## config.mk

```make
export PLATFORM = sky130hd
export DESIGN_NAME = cfg_section_decrypt
export DESIGN_NICKNAME = d
export VERILOG_FILES = /design/src/rtl/sdec_pkg.sv /design/src/rtl/sdec_keystream.sv /design/src/rtl/sdec_hdr_check.sv /design/src/rtl/sdec_addr_gen.sv /design/src/rtl/cfg_section_decrypt.sv
export SDC_FILE = /design/constraint.sdc
export NUM_CORES = 1
export LEC_CHECK = 0
export BUFFER_PORTS_ARGS = -buffer_cell sky130_fd_sc_hd__buf_2
export CORE_MARGIN = 2
export CORE_UTILIZATION = 52
export DETAILED_ROUTE_END_ITERATION = 7
export PLACE_DENSITY = 0.76
export SYNTH_ARGS = -nofsm -noshare
export SYNTH_HDL_FRONTEND = slang
export SYNTH_HIERARCHICAL = 1
export SYNTH_SLANG_ARGS = --single-unit
```

## constraint.sdc

```tcl
create_clock -name clk -period 3.1 [get_ports clk]
set_input_delay 0.465 -clock clk [delete_from_list [all_inputs] [get_ports clk]]
set_output_delay 0.465 -clock clk [all_outputs]
set_load 0.02 [all_outputs]
```

## src/rtl/sdec_pkg.sv

```systemverilog
package sdec_pkg;

  localparam int WORD_W = 32;
  localparam int ADDR_W = 16;
  localparam int LEN_W  = 16;
  localparam logic [7:0] HDR_MARKER = 8'hA5;

  typedef enum logic [1:0] {
    ST_HDR0 = 2'd0,
    ST_HDR1 = 2'd1,
    ST_PAY  = 2'd2,
    ST_DROP = 2'd3
  } sdec_state_e;

  typedef enum logic [1:0] {
    ERR_NONE    = 2'd0,
    ERR_MARKER  = 2'd1,
    ERR_PROFILE = 2'd2,
    ERR_SPAN    = 2'd3
  } sdec_err_e;

  function automatic logic [7:0] hdr_marker(input logic [WORD_W-1:0] w);
    return w[31:24];
  endfunction

  function automatic logic [7:0] hdr_profile(input logic [WORD_W-1:0] w);
    return w[23:16];
  endfunction

  function automatic logic [LEN_W-1:0] hdr_length(input logic [WORD_W-1:0] w);
    return w[15:0];
  endfunction

  function automatic logic [ADDR_W-1:0] hdr_base(input logic [WORD_W-1:0] w);
    return w[31:16];
  endfunction

  function automatic logic [15:0] hdr_span(input logic [WORD_W-1:0] w);
    return w[15:0];
  endfunction

endpackage

```

## src/rtl/sdec_keystream.sv

```systemverilog
module sdec_keystream #(
  parameter int W = 32,
  parameter logic [W-1:0] POLY = 32'h80200003
) (
  input  logic         clk,
  input  logic         rst_n,
  input  logic         load,
  input  logic [W-1:0] seed,
  input  logic         adv,
  output logic [W-1:0] ks
);

  localparam logic [W-1:0] ONE = {{(W-1){1'b0}}, 1'b1};

  function automatic logic [W-1:0] seed_of(input logic [W-1:0] k);
    return (k == '0) ? ONE : k;
  endfunction

  function automatic logic [W-1:0] step_of(input logic [W-1:0] s);
    return (s >> 1) ^ (s[0] ? POLY : '0);
  endfunction

  always_ff @(posedge clk) begin
    if (!rst_n)    ks <= ONE;
    else if (load) ks <= seed_of(seed);
    else if (adv)  ks <= step_of(ks);
  end

endmodule

```

## src/rtl/sdec_hdr_check.sv

```systemverilog
module sdec_hdr_check
  import sdec_pkg::*;
#(
  parameter int NPROF     = 4,
  parameter int TILE_ROWS = 16
) (
  input  logic [WORD_W-1:0]       cur_word,
  input  logic [7:0]              prof_q,
  input  logic [NPROF*WORD_W-1:0] prof_keys,
  input  logic [NPROF-1:0]        prof_key_ok,
  output logic                    marker_ok,
  output logic                    prof_ok,
  output logic                    span_ok,
  output logic [WORD_W-1:0]       sel_key
);

  function automatic logic tile_aligned(input logic [15:0] s);
    return (s != 16'd0) && ((32'(s) % TILE_ROWS) == 0);
  endfunction

  assign marker_ok = (hdr_marker(cur_word) == HDR_MARKER);
  assign span_ok   = tile_aligned(hdr_span(cur_word));

  always_comb begin
    sel_key = '0;
    prof_ok = 1'b0;
    for (int i = 0; i < NPROF; i++) begin
      if (prof_q == i[7:0]) begin
        sel_key = prof_keys[i*WORD_W +: WORD_W];
        prof_ok = prof_key_ok[i];
      end
    end
  end

endmodule

```

## src/rtl/sdec_addr_gen.sv

```systemverilog
module sdec_addr_gen #(
  parameter int ADDR_W = 16,
  parameter int LEN_W  = 16
) (
  input  logic              clk,
  input  logic              rst_n,
  input  logic              load,
  input  logic [ADDR_W-1:0] base,
  input  logic [LEN_W-1:0]  len,
  input  logic              step,
  output logic [ADDR_W-1:0] cur_addr,
  output logic              is_last
);

  logic [LEN_W-1:0] remain;

  always_ff @(posedge clk) begin
    if (!rst_n) begin
      cur_addr <= '0;
      remain   <= '0;
    end else if (load) begin
      cur_addr <= base;
      remain   <= len;
    end else if (step) begin
      cur_addr <= cur_addr + 1'b1;
      remain   <= remain - 1'b1;
    end
  end

  assign is_last = (remain == {{(LEN_W-1){1'b0}}, 1'b1});

endmodule

```

## src/rtl/cfg_section_decrypt.sv

```systemverilog
module cfg_section_decrypt
  import sdec_pkg::*;
#(
  parameter int NPROF         = 4,
  parameter int TILE_ROWS     = 16,
  parameter logic [31:0] POLY = 32'h80200003
) (
  input  logic                    clk,
  input  logic                    rst_n,
  input  logic                    in_valid,
  output logic                    in_ready,
  input  logic [WORD_W-1:0]       in_data,
  input  logic [NPROF*WORD_W-1:0] prof_keys,
  input  logic [NPROF-1:0]        prof_key_ok,
  output logic                    out_valid,
  input  logic                    out_ready,
  output logic [WORD_W-1:0]       out_data,
  output logic [ADDR_W-1:0]       out_addr,
  output logic                    err_pulse,
  output logic [1:0]              err_code
);

  sdec_state_e state, state_nxt;
  logic [7:0]       prof_q;
  logic [LEN_W-1:0] len_q;
  logic             marker_ok, prof_ok, span_ok;
  logic [WORD_W-1:0] sel_key, ks;
  logic [ADDR_W-1:0] cur_addr;
  logic             is_last;
  sdec_err_e        err_q;

  // named internal events
  logic in_fire, hdr0_take, hdr1_take, pay_take, drop_take, sec_good, sec_bad;

  assign in_ready  = (state == ST_PAY) ? (!out_valid || out_ready) : 1'b1;
  assign in_fire   = in_valid && in_ready;
  assign hdr0_take = in_fire && (state == ST_HDR0);
  assign hdr1_take = in_fire && (state == ST_HDR1);
  assign pay_take  = in_fire && (state == ST_PAY);
  assign drop_take = in_fire && (state == ST_DROP);
  assign sec_good  = hdr1_take && prof_ok && span_ok;
  assign sec_bad   = hdr1_take && !(prof_ok && span_ok);

  sdec_hdr_check #(.NPROF(NPROF), .TILE_ROWS(TILE_ROWS)) u_hdr_check (
    .cur_word   (in_data),
    .prof_q     (prof_q),
    .prof_keys  (prof_keys),
    .prof_key_ok(prof_key_ok),
    .marker_ok  (marker_ok),
    .prof_ok    (prof_ok),
    .span_ok    (span_ok),
    .sel_key    (sel_key)
  );

  sdec_keystream #(.W(WORD_W), .POLY(POLY)) u_keystream (
    .clk  (clk),
    .rst_n(rst_n),
    .load (sec_good),
    .seed (sel_key),
    .adv  (pay_take),
    .ks   (ks)
  );

  sdec_addr_gen #(.ADDR_W(ADDR_W), .LEN_W(LEN_W)) u_addr_gen (
    .clk     (clk),
    .rst_n   (rst_n),
    .load    (hdr1_take),
    .base    (hdr_base(in_data)),
    .len     (len_q),
    .step    (pay_take || drop_take),
    .cur_addr(cur_addr),
    .is_last (is_last)
  );

  always_comb begin
    state_nxt = state;
    unique case (state)
      ST_HDR0: if (hdr0_take && marker_ok) state_nxt = ST_HDR1;
      ST_HDR1: if (hdr1_take) begin
        if (len_q == '0)   state_nxt = ST_HDR0;
        else if (sec_good) state_nxt = ST_PAY;
        else               state_nxt = ST_DROP;
      end
      ST_PAY:  if (pay_take && is_last)  state_nxt = ST_HDR0;
      ST_DROP: if (drop_take && is_last) state_nxt = ST_HDR0;
      default: state_nxt = ST_HDR0;
    endcase
  end

  always_ff @(posedge clk) begin
    if (!rst_n) begin
      state  <= ST_HDR0;
      prof_q <= '0;
      len_q  <= '0;
    end else begin
      state <= state_nxt;
      if (hdr0_take && marker_ok) begin
        prof_q <= hdr_profile(in_data);
        len_q  <= hdr_length(in_data);
      end
    end
  end

  always_ff @(posedge clk) begin
    if (!rst_n) begin
      out_valid <= 1'b0;
      out_data  <= '0;
      out_addr  <= '0;
    end else if (pay_take) begin
      out_valid <= 1'b1;
      out_data  <= in_data ^ ks;
      out_addr  <= cur_addr;
    end else if (out_ready) begin
      out_valid <= 1'b0;
    end
  end

  always_ff @(posedge clk) begin
    if (!rst_n) begin
      err_pulse <= 1'b0;
      err_q     <= ERR_NONE;
    end else if (hdr0_take && !marker_ok) begin
      err_pulse <= 1'b1;
      err_q     <= ERR_MARKER;
    end else if (sec_bad) begin
      err_pulse <= 1'b1;
      err_q     <= prof_ok ? ERR_SPAN : ERR_PROFILE;
    end else begin
      err_pulse <= 1'b0;
      err_q     <= ERR_NONE;
    end
  end

  assign err_code = err_q;

endmodule

```

==> results.py <==
metrics = {
    "yosys": {
        "synth_cells": 835,
        "ys_seq_area_share_pct": 37.00,
        "yosys-top-cells-area": "dfxtp_1, mux4_2, a21oi_1, xnor2_1, a211oi_2",
        "synth_edf_count": 0,
        "synth_area_um2": 7684,
        "yosys.area.top_type_share_pct": 37.00,
        "synth_flop_cell": "dfxtp_1",
        "yosys.area.top_type": "dfxtp_1",
        "synth_area_per_cell_um2": 9.202,
        "synth_nets": 1006,
        "ys_ff_latch": 142,
        "synthArstFlopShare_pct": 0,
        "synth_warnings": 6,
        "synth_cell_type_count": 54,
    },
    "clock_tree": {
        "postCtsSetupBuffers": 0,
        "clock_path_buffers": 2,
        "cts_buffers": 17,
        "cts_sinks": 142,
        "htree_num_levels": 4,
        "clk_latency_ns": 0.42,
        "clk_transition_reported_paths_ns": 0.06,
        "cts.hold.buffers_added": 0,
        "cts_resized": 0,
        "tritoncts": "yes",
        "cts_root_buffer": "clkbuf_16",
    },
    "layout": {
        "final_cell_mix": "buf_2, dfxtp_1, nor2_1",
        "final_common_cell": "buf_2",
        "fin_nets": 1196,
        "area_delta_synth_final_pct": 21.63,
        "drive_gt1_share_pct": 33.33,
        "post-route-cell-area_um2": 9345,
        "n_fill_cell": 1254,
    },
    "sta": {
        "setup_violations": 0,
        "slew_headroom_pct": 19.21,
        "finalCritPeriodShare_pct": 83.52,
        "max_freq_mhz": 386.2,
        "hold_slack_ns": 0.3193,
        "clock_skew_ns": 0.01272,
        "hold_viol_final": 0,
        "setup_tns_ns": 0,
        "rsz0062_at_grt": "false",
        "final_max_slew_viol_count": 0,
        "worst_pin_slew_ns": 1.210,
        "min_period_ns": 2.589,
    },
    "floorplan": {
        "die_height_um": 125.6,
        "die_w_um": 125.6,
        "rows": 44,
        "core_um2": 14480,
        "start_util_pct": 53.07,
        "top_level_ports": 221,
        "dieArea_um2": 15760,
    },
    "route": {
        "vias": 6885,
        "wirelength_um": 21290,
        "remaining_drc_errors": 0,
        "drtPass1Iterations": 5,
        "wl_per_cell_um": 17.39,
        "drt_iter0_markers": 465,
        "postRouteAntennaNets": 0,
        "viasPerCell": 5.625,
    },
    "setup_path": {
        "cp_max_fo": 19,
        "r2r_slack_ns": 0.51,
        "worstRegToRegCells": 7,
        "end_kind": "register",
        "cp.arrival_ns": 2.96,
        "r2r_end": "u_keystream/ks[0]",
        "r2r-start": "prof_q[0]",
        "endpoint": "u_keystream/ks[0]",
        "worst-setup-path-type": "register to register",
        "setup.worst_path.start": "prof_q[0]",
        "crit_path_start_kind": "register",
        "worst_ep_required_time_ns": 3.47,
    },
    "power": {
        "ir_worst_vdd_mv": 0.3825,
        "cellPowerDensity_nw_per_um2": 447.1,
        "leakage_nw": 3.650,
        "p_total_mw": 4.178,
    },
    "global_routing": {
        "antenna_found_initial": 2,
        "grt_overflow_total": 0,
        "grt_max_degree": 115,
        "grt_pass1_wl_um": 33040,
        "grt_usage_pct": 26.61,
        "grt_pass1_vias": 6457,
    },
    "worst_hold_path": {
        "hp-class": "input port to register",
    },
    "placement": {
        "gp_congestion": 0.8502,
        "dpl-instance-area_um2": 8738,
        "hpwlAfterDp_um": 16110,
        "port_buffers": 220,
    },
    "job": {
        "maxCapViolations": 0,
    },
    "status": {
        "status": "complete, no violations",
    },
}
[cells by family (layout without fill, tap and decap cells)]
kind of cell / count (synthesis) / in the layout / share of synthesized area (%)
flip-flops: 142 / 142 / 37.00
AND/OR/NAND/NOR: 320 / 320 / 20.45
AO/OA/AOI/OAI: 177 / 177 / 15.58
XOR/XNOR: 55 / 55 / 6.269
other: 0 / 2 / 0
multiplexers: 64 / 64 / 13.86
adder cells (fa/ha/maj): 3 / 3 / 0.4886
buffers and inverters: 74 / 277 / 6.351
[Yosys cell counts, types with 10 or more instances]
library cell	instances
o21ai_0	31
inv_1	10
clkbuf_1	28
and3_1	35
a211oi_2	31
xnor2_1	49
a21oi_1	88
nand2_1	99
mux4_2	30
nor4_1	16
mux2i_1	31
nor2_1	102
buf_2	11
dfxtp_1	142
[sequential cells by signal (all words and copies together) (netlist names), 2 cells and up]
name	flops
out_addr	16
len_q	16
state	2
out_data	32
u_keystream/ks	32
u_addr_gen/remain	16
err_code	2
prof_q	8
u_addr_gen/cur_addr	16
[per-layer routing]
metal | wire [um] | track usage, %
met5 | 0 | 0
met4 | 612 | 10.39
met3 | 1172 | 6.162
met2 | 10850 | 46.26
met1 | 8651 | 31.88
[through the flow]
stage | cells | utilization [%] | setup WS (ns)
floorplan | 835 | - | 0.6963
CTS | 1222 | 64.51 | 0.4654
detailed placement | 1190 | 60.35 | 0.4739
global route | 1224 | 64.54 | 0.3046
global placement | 1190 | 60.35 | 0.4818
finish | 1224 | 64.54 | 0.5109
[how the worst min path moves through the flow]
stage | from | end | slack (ns) | depth (start not counted)
2_1_floorplan | prof_q[1] | prof_q[1] | 0.44 | 2
3_3_place_gp | out_addr[13] | out_addr[13] | 0.44 | 2
3_5_place_dp | out_addr[2] | out_addr[2] | 0.45 | 2
4_1_cts | in_data[1] | len_q[1] | 0.30 | 3
5_1_grt | in_data[1] | len_q[1] | 0.33 | 3
6_report | in_data[1] | len_q[1] | 0.32 | 3
[layout make-up]
class	count	area [um2]	share of cell area [%]
well taps	184	230.2	2.464
diodes	2	5.005	0.05355
multi-input cells	619	4367	46.73
clock inverters	15	176.4	1.888
flip-flops and latches	142	2844	30.43
clock buffers	17	425.4	4.552
inverters	11	53.80	0.5757
repair buffers	234	1244	13.31
[where the power goes]
group | internal, mW | switching [mW]
clock | 1.21 | 0.851
sequential | 1.83 | 0.00119
combinational | 0.143 | 0.144
[worst max-delay path: stages, from the launching register on]
cell and delay (ns):
dfxtp_2 0.75, buf_4 0.25, mux4_1 0.53, and3_1 0.20, nor4_1 0.30, nand4_1 0.15, o2111ai_1 0.20, o31a_1 0.15
Note: power is estimated with default switching activity, not from simulation.
